$ cat config.mk
export PLATFORM = sky130hd
export DESIGN_NAME = flash_rewrite_ctrl
export DESIGN_NICKNAME = d
export VERILOG_FILES = /design/src/rtl/frc_pkg.sv /design/src/rtl/frc_arm_bit.sv /design/src/rtl/frc_power.sv /design/src/rtl/frc_cmd_filter.sv /design/src/rtl/flash_rewrite_ctrl.sv
export SDC_FILE = /design/constraint.sdc
export NUM_CORES = 1
export LEC_CHECK = 0
export BUFFER_PORTS_ARGS = -buffer_cell sky130_fd_sc_hd__clkbuf_2
export CAP_MARGIN = 20
export CORE_MARGIN = 2
export CORE_UTILIZATION = 33
export DETAILED_ROUTE_END_ITERATION = 7
export PLACE_DENSITY = 0.89
export SLEW_MARGIN = 20
export SYNTH_ARGS = -nofsm -noshare
export SYNTH_HDL_FRONTEND = slang
export SYNTH_HIERARCHICAL = 1
export SYNTH_SLANG_ARGS = --single-unit
$ cat constraint.sdc
create_clock -name clk -period 1.8 [get_ports clk]
set_input_delay 0.09 -clock clk [delete_from_list [all_inputs] [get_ports clk]]
set_output_delay 0.09 -clock clk [all_outputs]
set_load 0.01 [all_outputs]
$ cat src/rtl/frc_pkg.sv
package frc_pkg;
  localparam int unsigned REG_W = 8;
  // control register 0 fields
  localparam int unsigned C0_READY = 0;
  localparam int unsigned C0_RW    = 1;
  localparam int unsigned C0_BYP   = 2;
  localparam int unsigned C0_SRST  = 3;
  localparam int unsigned C0_UAREA = 5;
  // control register 1 fields
  localparam int unsigned C1_PWROFF = 3;
  // protected (armed) bits
  localparam int unsigned NUM_ARM = 3;
  localparam int unsigned ARM_RW  = 0;
  localparam int unsigned ARM_BYP = 1;
  localparam int unsigned ARM_PWR = 2;

  typedef enum logic {
    SEL_CTRL0 = 1'b0,
    SEL_CTRL1 = 1'b1
  } reg_sel_e;
endpackage

$ cat src/rtl/frc_arm_bit.sv
module frc_arm_bit (
  input  logic clk,
  input  logic rst_n,
  input  logic wr,
  input  logic wbit,
  input  logic allow,
  input  logic force_clr,
  output logic q
);
  logic armed_q;

  always_ff @(posedge clk or negedge rst_n) begin
    if (!rst_n) begin
      q       <= 1'b0;
      armed_q <= 1'b0;
    end else if (force_clr) begin
      q       <= 1'b0;
      armed_q <= 1'b0;
    end else if (wr && allow) begin
      if (!wbit) begin
        q       <= 1'b0;
        armed_q <= 1'b1;
      end else begin
        if (armed_q) q <= 1'b1;
        armed_q <= 1'b0;
      end
    end
  end

  // a protected bit can only rise on an armed write of 1
  a_r3_set_needs_arming: assert property (@(posedge clk) disable iff (!rst_n)
    $rose(q) |-> $past(armed_q && wr && wbit && allow));

  // a permitted write of 0 always leaves the bit cleared
  a_r2_zero_clears: assert property (@(posedge clk) disable iff (!rst_n)
    (wr && allow && !wbit) |=> !q);
endmodule

$ cat src/rtl/frc_power.sv
module frc_power (
  input  logic pwr_off,
  input  logic cpu_stop,
  input  logic cpu_wait,
  output logic pwr_en
);
  logic cpu_halted;

  always_comb begin
    cpu_halted = cpu_stop | cpu_wait;
    pwr_en     = !(pwr_off || cpu_halted);
  end
endmodule

$ cat src/rtl/frc_cmd_filter.sv
module frc_cmd_filter #(
  parameter int unsigned ADDR_W = 20,
  parameter int unsigned DATA_W = 16
) (
  input  logic              clk,
  input  logic              rst_n,
  input  logic              pass_en,
  input  logic              cmd_valid,
  output logic              cmd_ready,
  input  logic [ADDR_W-1:0] cmd_addr,
  input  logic [DATA_W-1:0] cmd_data,
  output logic              seq_valid,
  input  logic              seq_ready,
  output logic [ADDR_W-1:0] seq_addr,
  output logic [DATA_W-1:0] seq_data
);
  logic even_addr;
  logic forward;

  always_comb begin
    even_addr = !cmd_addr[0];
    forward   = pass_en && even_addr;
    seq_valid = cmd_valid && forward;
    cmd_ready = forward ? seq_ready : 1'b1;
    seq_addr  = cmd_addr;
    seq_data  = cmd_data;
  end

  // odd addresses never reach the sequencer
  a_r9_odd_never_forwarded: assert property (@(posedge clk) disable iff (!rst_n)
    seq_valid |-> !seq_addr[0]);

  // a dropped command is always accepted
  a_r9_drop_accepts: assert property (@(posedge clk) disable iff (!rst_n)
    (cmd_valid && !seq_valid) |-> cmd_ready);
endmodule

$ cat src/rtl/flash_rewrite_ctrl.sv
module flash_rewrite_ctrl
  import frc_pkg::*;
#(
  parameter int unsigned ADDR_W = 20,
  parameter int unsigned DATA_W = 16
) (
  input  logic              clk,
  input  logic              rst_n,
  input  logic              reg_wr,
  input  logic              reg_sel,
  input  logic [7:0]        reg_wdata,
  output logic [7:0]        reg_rdata,
  input  logic              flash_ready,
  input  logic              boot_mode,
  input  logic              cpu_stop,
  input  logic              cpu_wait,
  input  logic              cmd_valid,
  output logic              cmd_ready,
  input  logic [ADDR_W-1:0] cmd_addr,
  input  logic [DATA_W-1:0] cmd_data,
  output logic              seq_valid,
  input  logic              seq_ready,
  output logic [ADDR_W-1:0] seq_addr,
  output logic [DATA_W-1:0] seq_data,
  output logic              rw_mode,
  output logic              lock_bypass,
  output logic              erase_unlock,
  output logic              seq_reset,
  output logic              user_area,
  output logic              flash_pwr_en
);
  logic wr0, wr1;
  logic [NUM_ARM-1:0] arm_wr, arm_wbit, arm_allow, arm_clr, arm_q;
  logic srst_q, uarea_q;
  logic pass_en;
  logic unused_wbits;

  always_comb begin
    wr0 = reg_wr && (reg_sel_e'(reg_sel) == SEL_CTRL0);
    wr1 = reg_wr && (reg_sel_e'(reg_sel) == SEL_CTRL1);

    arm_wr[ARM_RW]    = wr0;
    arm_wbit[ARM_RW]  = reg_wdata[C0_RW];
    arm_allow[ARM_RW] = 1'b1;
    arm_clr[ARM_RW]   = 1'b0;

    arm_wr[ARM_BYP]    = wr0;
    arm_wbit[ARM_BYP]  = reg_wdata[C0_BYP];
    arm_allow[ARM_BYP] = arm_q[ARM_RW];
    arm_clr[ARM_BYP]   = !arm_q[ARM_RW] || (wr0 && !reg_wdata[C0_RW]);

    arm_wr[ARM_PWR]    = wr1;
    arm_wbit[ARM_PWR]  = reg_wdata[C1_PWROFF];
    arm_allow[ARM_PWR] = 1'b1;
    arm_clr[ARM_PWR]   = 1'b0;
  end

  assign unused_wbits = ^{reg_wdata[7:6], reg_wdata[4], reg_wdata[0]};

  for (genvar i = 0; i < NUM_ARM; i++) begin : g_arm
    frc_arm_bit u_arm (
      .clk       (clk),
      .rst_n     (rst_n),
      .wr        (arm_wr[i]),
      .wbit      (arm_wbit[i]),
      .allow     (arm_allow[i]),
      .force_clr (arm_clr[i]),
      .q         (arm_q[i])
    );
  end

  always_ff @(posedge clk or negedge rst_n) begin
    if (!rst_n) begin
      srst_q  <= 1'b0;
      uarea_q <= 1'b0;
    end else if (wr0) begin
      uarea_q <= reg_wdata[C0_UAREA];
      if (!reg_wdata[C0_SRST])  srst_q <= 1'b0;
      else if (arm_q[ARM_RW])   srst_q <= 1'b1;
    end
  end

  always_comb begin
    reg_rdata = '0;
    if (reg_sel_e'(reg_sel) == SEL_CTRL0) begin
      reg_rdata[C0_READY] = flash_ready;
      reg_rdata[C0_RW]    = arm_q[ARM_RW];
      reg_rdata[C0_BYP]   = arm_q[ARM_BYP];
      reg_rdata[C0_SRST]  = srst_q;
      reg_rdata[C0_UAREA] = uarea_q;
    end else begin
      reg_rdata[C1_PWROFF] = arm_q[ARM_PWR];
    end
  end

  frc_power u_power (
    .pwr_off  (arm_q[ARM_PWR]),
    .cpu_stop (cpu_stop),
    .cpu_wait (cpu_wait),
    .pwr_en   (flash_pwr_en)
  );

  assign pass_en = arm_q[ARM_RW] && !srst_q && flash_pwr_en;

  frc_cmd_filter #(.ADDR_W(ADDR_W), .DATA_W(DATA_W)) u_filter (
    .clk       (clk),
    .rst_n     (rst_n),
    .pass_en   (pass_en),
    .cmd_valid (cmd_valid),
    .cmd_ready (cmd_ready),
    .cmd_addr  (cmd_addr),
    .cmd_data  (cmd_data),
    .seq_valid (seq_valid),
    .seq_ready (seq_ready),
    .seq_addr  (seq_addr),
    .seq_data  (seq_data)
  );

  assign rw_mode      = arm_q[ARM_RW];
  assign lock_bypass  = arm_q[ARM_BYP];
  assign erase_unlock = arm_q[ARM_BYP];
  assign seq_reset    = srst_q;
  assign user_area    = boot_mode ? uarea_q : 1'b1;

  // bypass never outlives rewrite mode
  a_r4_bypass_needs_rw: assert property (@(posedge clk) disable iff (!rst_n)
    lock_bypass |-> rw_mode);

  // the sequencer reset only rises while rewrite mode was on
  a_r5_srst_needs_rw: assert property (@(posedge clk) disable iff (!rst_n)
    $rose(seq_reset) |-> $past(rw_mode));

  // the sequencer reset only falls on a write of 0 to its bit
  a_r5_srst_held: assert property (@(posedge clk) disable iff (!rst_n)
    $fell(seq_reset) |-> $past(wr0 && !reg_wdata[C0_SRST]));

  // stop or wait always removes flash power
  a_r8_halt_cuts_power: assert property (@(posedge clk) disable iff (!rst_n)
    (cpu_stop || cpu_wait) |-> !flash_pwr_en);

  // nothing reaches an unpowered flash
  a_r7_no_access_unpowered: assert property (@(posedge clk) disable iff (!rst_n)
    !flash_pwr_en |-> !seq_valid);
endmodule

Word level (Yosys, flattened, before mapping)
Cells that the tools add are included. W data, S select, Z words.

Output and inout port bits: 52. Register bits: 8. Logic and storage cells: 54.

Reductions and logical operators: 20. Equal/unequal tests: 4. Mux-type cells: 20. Bitwise gates (word level): 2.

Operators with widths (count): $mux W1 (19); $logic_and A1 B1 Y1 (8); $reduce_and A2 Y1 (4); $ne A2 B1 Y1 const B (3); $logic_not A1 Y1 (5); $mux W3 (1); $ne A3 B1 Y1 const B (1); $logic_or A1 B1 Y1 (2); $reduce_bool A2 Y1 (1); $not A1 Y1 (1); $or A1 B1 Y1 (1).

Longest topological paths before layout
Gate-level depths: netlist of the first run.

Word-level depth: 6. Mapped depth: 4. Depth with buffers taken out: 4.

Modules after synthesis
Netlist of the first run, hierarchy kept.

By module, submodules not included: frc_cmd_filter (cells each 38, area each 289.0 sq um, times used 1, seq. area each 0.0 sq um); frc_arm_bit (cells each 7, area each 90.1 sq um, times used 3, seq. area each 50.0 sq um); flash_rewrite_ctrl (cells each 23, area each 201.4 sq um, times used 1, seq. area each 50.0 sq um); frc_power (cells each 1, area each 10.0 sq um, times used 1, seq. area each 0.0 sq um).

Least setup slack after synthesis of the first run
OpenSTA, ideal clock, no wires.

Kind: register to output. Start point: register g_arm[2].u_arm.q. End point: output cmd_ready. Setup slack: 0.567 ns. Arrival: 1.143 ns. Required time: 1.710 ns. Buffers on the path: 0. Cell stages (with the launch flop): 5. Cell sequence: dfrtp_1 nor3_2 nand2_1 nor2_1 or3b_1.

Word-level cells in the longest chain between the ends: 5.

Ends and longest elaborated chain: from (decl) (RTL line frc_arm_bit.sv:8) `output logic q`; from (signal assigned) (RTL line frc_arm_bit.sv:14) `q <= 1'b0;`; from (signal assigned) (RTL line frc_arm_bit.sv:17) `q <= 1'b0;`; from (signal assigned) (RTL line frc_arm_bit.sv:21) `q <= 1'b0;`; $logic_or A1 B1 Y1 (RTL line frc_power.sv:11) `pwr_en = !(pwr_off || cpu_halted);`; $logic_not A1 Y1 (RTL line frc_power.sv:11); named net flash_pwr_en (RTL line flash_rewrite_ctrl.sv:30) `output logic flash_pwr_en`; $logic_and A1 B1 Y1 (RTL line flash_rewrite_ctrl.sv:103) `assign pass_en = arm_q[ARM_RW] && !srst_q && flash_pwr_en;`; named net pass_en (RTL line flash_rewrite_ctrl.sv:35) `logic pass_en;`; $logic_and A1 B1 Y1 (RTL line frc_cmd_filter.sv:22) `forward = pass_en && even_addr;`; $mux W1 (RTL line frc_cmd_filter.sv:24) `cmd_ready = forward ? seq_ready : 1'b1;`; to (decl) (RTL line flash_rewrite_ctrl.sv:18) `output logic cmd_ready,`.

The timed path passes the listed nets, and every way through them passes these cells.

Worst setup path in the final report of the first run
Start point: register g_arm[2].u_arm.q. End point: output cmd_ready.

Word-level cells in the longest chain between the ends: 5.

Ends and longest elaborated chain (RTL line): $logic_or A1 B1 Y1 (frc_power.sv:11); $logic_not A1 Y1 (frc_power.sv:11); $logic_and A1 B1 Y1 (flash_rewrite_ctrl.sv:103); named net pass_en (flash_rewrite_ctrl.sv:35); $logic_and A1 B1 Y1 (frc_cmd_filter.sv:22); $mux W1 (frc_cmd_filter.sv:24).

The timed path passes the listed nets, and every way through them passes these cells.

==> results.yml, run 1 <==
cts:
  cts_setup_buffers: 0
  cts_buffers: 3
  clockRootBuffer: "clkbuf_4"
  cts_tree: "done"
  cts.sinks: 8
  cts.repair.resized: 0
  cts.htree.levels: 1
  clock_path_buffers: 2
  cts.clk_slew.worst_paths_ns: 0.06
  clkLatencyLatePin_ns: 0.26
  cts_hold_buf: 1
placement:
  gp_congestion: 0.750
  hpwl_um: 1140
  place_area_um2: 687
  portBuffers: 28
sta:
  tns_ns: 0
  period_minus_slack_ns: 1.57
  setup_viol: 0
  slew_viol_final: 0
  fin_crit_sh: 0.870
  hold_slack_ns: 0.0678
  skew_ns: 0.00407
  rsz0062_at_grt: "false"
  hold_viol: 0
  max_freq_mhz: 638
hold_path:
  min_path_type: "input port to register"
  hold_path.startpoint: "reg_wdata[5]"
  min_path_cells: 2
  min_to: "uarea_q"
critical_path:
  arrival_ns: 1.48
  cp.required_ns: 1.71
  ff2ff_setup_slack_ns: 0.80
  crit_start: "g_arm[2].u_arm/q"
  start_kind: "register"
  critical_path_class: "register to output pin"
  timing.rr.start: "g_arm[0].u_arm/q"
  critPathMaxFanout: 3
  worstSetupEndpointType: "output pin"
  ff2ff_path_depth: 2
  rr_endpoint: "g_arm[1].u_arm/q"
logic_synthesis:
  synth_warnings: 6
  synthFlopType: "dfrtp_1"
  synth.distinct_cells: 24
  postSynthCellCount: 83
  ys_async_sr_fraction: 1.00
  syn-mean-instance-area_um2: 9.29
  netlist.top_cell.by_area: "buf_4"
  synth_seq_cells: 8
  yosys-top-cells-area: "buf_4 39%, dfrtp_1 26%, a21bo_1 3.9%"
  synth.cell_area_um2: 771
  synth_top_area_share: 0.390
  yosysSeqAreaShare: 0.260
  synth_edf_count: 0
pwr:
  p_clk_frac: 0.359
  switching_share: 0.263
  p_switching_mw: 0.106
  combPwrFrac: 0.170
  pwr-share-seq: 0.470
  p_leak_nw: 0.388
  vdd_drop_max_v: 0.000253
  powerDensity_nw_per_um2: 559
  p_int_mw: 0.297
die:
  die-area_um2: 2740
  die_w_um: 52.3
  die_height_um: 52.3
  fp-row-count: 17
  io_pins: 106
  core_um2: 2210
  initial_core_util: 0.348
detailed_routing:
  drt_iter0_markers: 0
  drt_wl_total_um: 1390
  drc: 0
  vias_per_cell: 4.38
  vias: 499
  drtPass1Iterations: 1
  drt-wirelength-per-cell_um: 12.1
  final_antenna_net_count: 0
finish:
  finalNetCount: 142
  diodes: 0
  final_area_um2: 719
  multi_input_area_um2: 308
  final_common_cell: "clkbuf_2"
  area_growth_pct: -6.66
  fill_cells: 230
  drive_above_1_share: 0.488
  seqCellArea_um2: 200
  final_cell_mix: "28 x clkbuf_2, 13 x conb_1, 8 x dfrtp_1"
grt:
  grt.overflow.total: 0
  antenna_found_initial: 0
  grt_first_pass_wirelength_um: 2060
  grt_use_total: 0.108
  grt_pass1_vias: 470
  grt_max_degree: 10
run_status:
  outcome: "finished, final reports clean"
job:
  drv_cap: 0
power by group through the flow:
stage	Clock (mW)	Sequential, mW	Combinational [mW]
3_3_place_gp	0	0.192	0.0656
4_1_cts	0.147	0.189	0.0688
3_5_place_dp	0	0.193	0.0668
5_1_grt	0.153	0.190	0.0775
6_report	0.145	0.189	0.0685
2_1_floorplan	0	0.191	0.121
worst max-delay path, stage by stage (launching register included):
cell and delay (ns):
dfrtp_1 0.40, nor3_2 0.14, nand2_1 0.07, nor2_1 0.11
or3b_1 0.36, clkbuf_2 0.13
worst max-delay path by stage:
stage                     slack, ns  cells after the start   endpoint
after global routing           0.16                      5  cmd_ready
final                          0.23                      5  cmd_ready
after global placement         0.55                      5  cmd_ready
after floorplan                0.57                      4  cmd_ready
after CTS                      0.24                      5  cmd_ready
after detailed placement       0.52                      5  cmd_ready
state kept, by name, indices dropped and copies added (netlist names):
signal	cells
g_arm.u_arm/armed_q	3
g_arm.u_arm/q	3
seq_reset	1
uarea_q	1
layout make-up:
class                           instances  area share
Clock buffer                            3      0.0313
Timing Repair Buffer                   29       0.209
Multi-Input combinational cell         45       0.428
Tap cell                               28      0.0487
Inverter                                1     0.00522
Sequential cell                         8       0.278
synthesized netlist by cell type (all sizes together), types with 2 or more instances:
cell type / number
buf: 40
dfrtp: 8
and2b: 4
a21bo: 3
a21oi: 3
a31oi: 3
nand3b: 3
nor3b: 3
and3b: 2
conb: 2
mux2: 2
nand2b: 2
metrics by stage:
| step | power [mW] | instances | util | setup WS (ns) |
|---|---|---|---|---|
| after floorplan | 0.312 | 94 | - | 0.567 |
| after global placement | 0.258 | 110 | 0.311 | 0.552 |
| after detailed placement | 0.259 | 110 | 0.311 | 0.520 |
| after CTS | 0.405 | 114 | 0.325 | 0.235 |
| after global routing | 0.421 | 114 | 0.325 | 0.158 |
| final | 0.402 | 114 | 0.325 | 0.233 |
logic make-up (layout without fill, tap and decap cells):
| logic type | Yosys count | count (layout) | synth area share |
|---|---|---|---|
| buffers and inverters | 41 | 33 | 0.394 |
| AND/OR/NAND/NOR | 19 | 19 | 0.187 |
| AO/OA/AOI/OAI | 11 | 11 | 0.115 |
| flip-flops | 8 | 8 | 0.260 |
| other | 2 | 13 | 0.00974 |
| multiplexers | 2 | 2 | 0.0341 |
per-layer routing:
layer,global-route usage,up-vias,routed length (µm)
met4,0.0855,0,48
met3,0.0400,10,185
met2,0.194,39,676
met5,0,-,0
met1,0.0962,222,475
li1,-,228,-
No activity file was read; power rests on OpenSTA's default activity.
==> inputs of run 2 (changes only) <==
--- a/config.mk
+++ b/config.mk
@@ -12,3 +12,4 @@
 export DETAILED_ROUTE_END_ITERATION = 7
-export PLACE_DENSITY = 0.89
+export GPL_ROUTABILITY_DRIVEN = 1
+export PLACE_DENSITY = 0.9
 export SLEW_MARGIN = 20
--- a/constraint.sdc
+++ b/constraint.sdc
@@ -3,2 +3,2 @@
 set_output_delay 0.09 -clock clk [all_outputs]
-set_load 0.01 [all_outputs]
+set_load 0.05 [all_outputs]
==> results.yml, run 2 (synthesis results as in run 1) <==
run_status:
  outcome: "finished, final reports clean"
hold_path:
  min_path_type: "input port to register"
  hold_path.startpoint: "reg_wdata[5]"
pwr:
  combPwrFrac: 0.250
  p_leak_nw: 0.390
  pwr-share-seq: 0.439
  p_clk_frac: 0.310
  vdd_drop_max_v: 0.000173
  switching_share: 0.313
  p_switching_mw: 0.135
  powerDensity_nw_per_um2: 595
  p_int_mw: 0.297
sta:
  slew_viol_final: 0
  tns_ns: 0
  fin_crit_sh: 0.915
  max_freq_mhz: 607
  setup_viol: 0
  period_minus_slack_ns: 1.65
  hold_viol: 0
  skew_ns: 0.00286
  rsz0062_at_grt: "false"
cts:
  cts_tree: "done"
  clockRootBuffer: "clkbuf_4"
  clock_path_buffers: 2
  cts_setup_buffers: 0
  cts.sinks: 8
  cts.clk_slew.worst_paths_ns: 0.05
  cts.htree.levels: 1
  cts_buffers: 3
  clkLatencyLatePin_ns: 0.25
critical_path:
  start_kind: "register"
  crit_start: "g_arm[2].u_arm/q"
  cpPeakStageDelay_ns: 0.41
  rr_endpoint: "g_arm[1].u_arm/q"
  slowest_stage: "dfrtp_1"
  crit_end: "cmd_ready"
  timing.rr.start: "g_arm[0].u_arm/q"
  ff2ff_setup_slack_ns: 0.82
  critical_path_class: "register to output pin"
  cp_top_family: "simple AND/OR/NAND/NOR gates"
  arrival_ns: 1.56
  critical_path.cell_chain: "nor3_4 -> nand2_1 -> nor2_1 -> or3b_1 -> clkbuf_2"
  cp_num_cells: 5
  cp.required_ns: 1.71
  crit_buf_inv: 1
  ff2ff_path_depth: 2
  worstSetupEndpointType: "output pin"
  critPathMaxFanout: 3
detailed_routing:
  vias_per_cell: 4.40
  vias: 502
  drc: 0
  drt_iter0_markers: 7
  drtPass1Iterations: 4
  drt-wirelength-per-cell_um: 12.8
  drt_wl_total_um: 1450
  final_antenna_net_count: 0
grt:
  grt_first_pass_wirelength_um: 2010
  grt_pass1_vias: 468
  grt.overflow.total: 0
  grt_use_total: 0.102
  grt_max_degree: 10
  antenna_found_initial: 0
placement:
  place_area_um2: 693
  hpwl_um: 1210
  gp_congestion: 0.725
  portBuffers: 28
die:
  die_w_um: 52.3
  die_height_um: 52.3
  fp-row-count: 17
  initial_core_util: 0.348
  die-area_um2: 2740
  io_pins: 106
  core_um2: 2210
finish:
  final_cell_mix: "28 x clkbuf_2, 13 x conb_1, 8 x dfrtp_1"
  final_area_um2: 726
  fin_util: 0.328
  area_growth_pct: -5.84
  finalNetCount: 142
  top_regs: "g_arm.u_arm/armed_q (3), g_arm.u_arm/q (3)"
  diodes: 0
  final_common_cell: "clkbuf_2"
  drive_above_1_share: 0.488
job:
  drv_cap: 0
==> run 2: routing by layer <==
| metal | up-vias | wire length, µm | track usage |
|---|---|---|---|
| met5 | - | 0 | 0 |
| met3 | 6 | 233 | 0.0429 |
| li1 | 228 | - | - |
| met4 | 0 | 13 | 0.0855 |
| met1 | 227 | 452 | 0.0942 |
| met2 | 41 | 756 | 0.173 |
==> run 2: metrics by stage <==
stage,setup WS [ns],hold slack (ns),power (mW),instances
floorplan,0.101,-0.206,0.482,94
global placement,0.437,-0.0565,0.297,110
detailed placement,0.424,-0.0553,0.299,110
CTS,0.139,0.0676,0.441,114
global route,0.0683,0.0771,0.455,114
finish,0.154,0.0793,0.432,114
==> run 2: worst min-delay path by stage <==
stage                                         to  slack, ns  cells past startpoint
final                                    uarea_q       0.08                      2
after floorplan           g_arm[0].u_arm/armed_q      -0.21                      0
after global placement                   uarea_q      -0.06                      1
after detailed placement        g_arm[1].u_arm/q      -0.06                      1
after CTS                                uarea_q       0.07                      2
after global routing                     uarea_q       0.08                      2
==> run 2: power by group through the flow <==
stage | Clock [mW] | Combinational (mW) | Sequential, mW
final | 0.134 | 0.108 | 0.190
after global routing | 0.148 | 0.116 | 0.190
after CTS | 0.144 | 0.108 | 0.189
after detailed placement | 0 | 0.106 | 0.192
after global placement | 0 | 0.105 | 0.192
after floorplan | 0 | 0.289 | 0.193
==> run 2: layout make-up <==
type,instances,area (µm²)
Fill cell,224,1490
Sequential cell,8,200
Clock buffer,3,22.5
Multi-Input combinational cell,45,314
Inverter,1,3.75
Tap cell,28,35.0
Timing Repair Buffer,29,150
==> run 2: what timing repair did <==
action | CTS | global route
resized for setup | 0 | 0
hold endpoints to repair | 8 | 0
hold buffers | 1 | 0
==> inputs of run 3 (changes only) <==
- GPL_TIMING_DRIVEN: not set -> 0
==> results.yml, run 3 (synthesis results as in run 1) <==
run_status:
  outcome: "finished, final reports clean"
detailed_routing:
  drt_iter0_markers: 4
  vias_per_cell: 4.01
  vias: 757
  drc: 0
  drt_wl_total_um: 1780
  drtPass1Iterations: 4
  final_antenna_net_count: 0
  drt-wirelength-per-cell_um: 9.44
placement:
  portBuffers: 63
  hpwl_um: 1550
  place_area_um2: 1170
  gp_congestion: 0.732
hold_path:
  min_to: "uarea_q"
  min_path_cells: 2
  min_path_type: "input port to register"
  hold_path.startpoint: "reg_wdata[5]"
grt:
  grt.overflow.total: 0
  antenna_found_initial: 0
  grt_max_degree: 10
  grt_pass1_vias: 585
  grt_first_pass_wirelength_um: 2260
  grt_use_total: 0.114
critical_path:
  worstSetupEndpointType: "output pin"
  arrival_ns: 1.54
  cpPeakStageDelay_ns: 0.42
  slowest_stage: "dfrtp_1"
  crit_start: "g_arm[2].u_arm/q"
  ff2ff_setup_slack_ns: 0.81
  crit_buf_inv: 1
  rr_endpoint: "g_arm[1].u_arm/q"
  timing.rr.start: "g_arm[0].u_arm/q"
  cp_top_family: "simple AND/OR/NAND/NOR gates"
  critical_path_class: "register to output pin"
  critical_path.cell_chain: "nor3_4 -> nand2_1 -> nor2_1 -> or3b_1 -> buf_2"
  start_kind: "register"
  ff2ff_path_depth: 2
  critPathMaxFanout: 3
  cp.required_ns: 1.71
cts:
  cts.htree.levels: 1
  cts.sinks: 8
  cts.clk_slew.worst_paths_ns: 0.05
  clockRootBuffer: "clkbuf_4"
  clock_path_buffers: 2
  cts_tree: "done"
  cts_buffers: 3
  cts_setup_buffers: 0
  clkLatencyLatePin_ns: 0.25
job:
  drv_cap: 0
finish:
  area_growth_pct: 55.8
  final_area_um2: 1200
  top_regs: "g_arm.u_arm/armed_q (3), g_arm.u_arm/q (3)"
  diodes: 0
  final_common_cell: "clkbuf_2"
  final_cell_mix: "62 x clkbuf_2, 40 x buf_4, 13 x conb_1, 8 x dfrtp_1"
  drive_above_1_share: 0.727
  fin_util: 0.543
  finalNetCount: 217
die:
  initial_core_util: 0.348
  io_pins: 106
  die-area_um2: 2740
  fp-row-count: 17
  core_um2: 2210
  die_height_um: 52.3
  die_w_um: 52.3
pwr:
  p_switching_mw: 0.302
  vdd_drop_max_v: 0.000263
  p_clk_frac: 0.193
  pwr-share-seq: 0.280
  combPwrFrac: 0.528
  powerDensity_nw_per_um2: 564
  p_int_mw: 0.376
  switching_share: 0.445
  p_leak_nw: 0.729
sta:
  fin_crit_sh: 0.906
  period_minus_slack_ns: 1.63
  hold_viol: 0
  slew_viol_final: 0
  rsz0062_at_grt: "false"
  skew_ns: 0.00341
  setup_viol: 0
  max_freq_mhz: 613
  tns_ns: 0
## run 3: cell types whose count changed in the layout (fill, tap and decap cells not counted), sizes merged
cell / change
buf: +41
clkbuf: +34
## run 3: power groups by stage
| stage | sequential (mW) | clock [mW] | combinational, mW |
|---|---|---|---|
| floorplan | 0.193 | 0 | 0.289 |
| global placement | 0.192 | 0 | 0.355 |
| detailed placement | 0.192 | 0 | 0.357 |
| CTS | 0.189 | 0.137 | 0.360 |
| global route | 0.190 | 0.146 | 0.374 |
| finish | 0.189 | 0.130 | 0.358 |
## run 3: how the worst max path moves through the flow
stage / endpoint / slack (ns) / cells after the start
global placement: cmd_ready / 0.42 / 5
CTS: cmd_ready / 0.13 / 5
global route: cmd_ready / 0.03 / 5
detailed placement: cmd_ready / 0.40 / 5
floorplan: cmd_ready / 0.10 / 4
finish: cmd_ready / 0.17 / 5
## run 3: layout make-up
cell class              instances  area, µm²
fillers                       213       1010
repair buffers                 64        325
multi-input cells              45        314
plain buffers                  40        300
flip-flops and latches          8        200
well taps                      28       35.0
clock buffers                   3       22.5
inverters                       1       3.75
## run 3: repair_timing
action | in CTS | in global routing
resized for setup | 0 | 1
hold buffers | 1 | 0
setup endpoints to repair | 0 | 1
endpoints found under the hold margin | 8 | 0
## run 3: worst reg2reg max path, delay by kind of cell (launching register included)
family	cells	cell delay, ns
DFF	1	0.50
and+or+nand+nor	1	0.21
AOI/OAI and AO/OA	1	0.20
## run 3: metrics by stage
stage	worst slack, ns	total power, mW	cells	hold WS (ns)
floorplan	0.101	0.482	94	-0.206
global placement	0.424	0.547	185	-0.0581
detailed placement	0.404	0.550	185	-0.0555
CTS	0.132	0.686	189	0.0703
global route	0.0321	0.709	189	0.0711
finish	0.169	0.678	189	0.0793
## run 3: metal layers
metal  GRT usage  part of all wire  vias to the layer above
met3      0.0486              0.18                        2
met5           0                 0                        -
met2       0.215              0.49                       63
met4      0.0513            0.0095                        0
met1       0.104              0.32                      313
li1            -                 -                      379
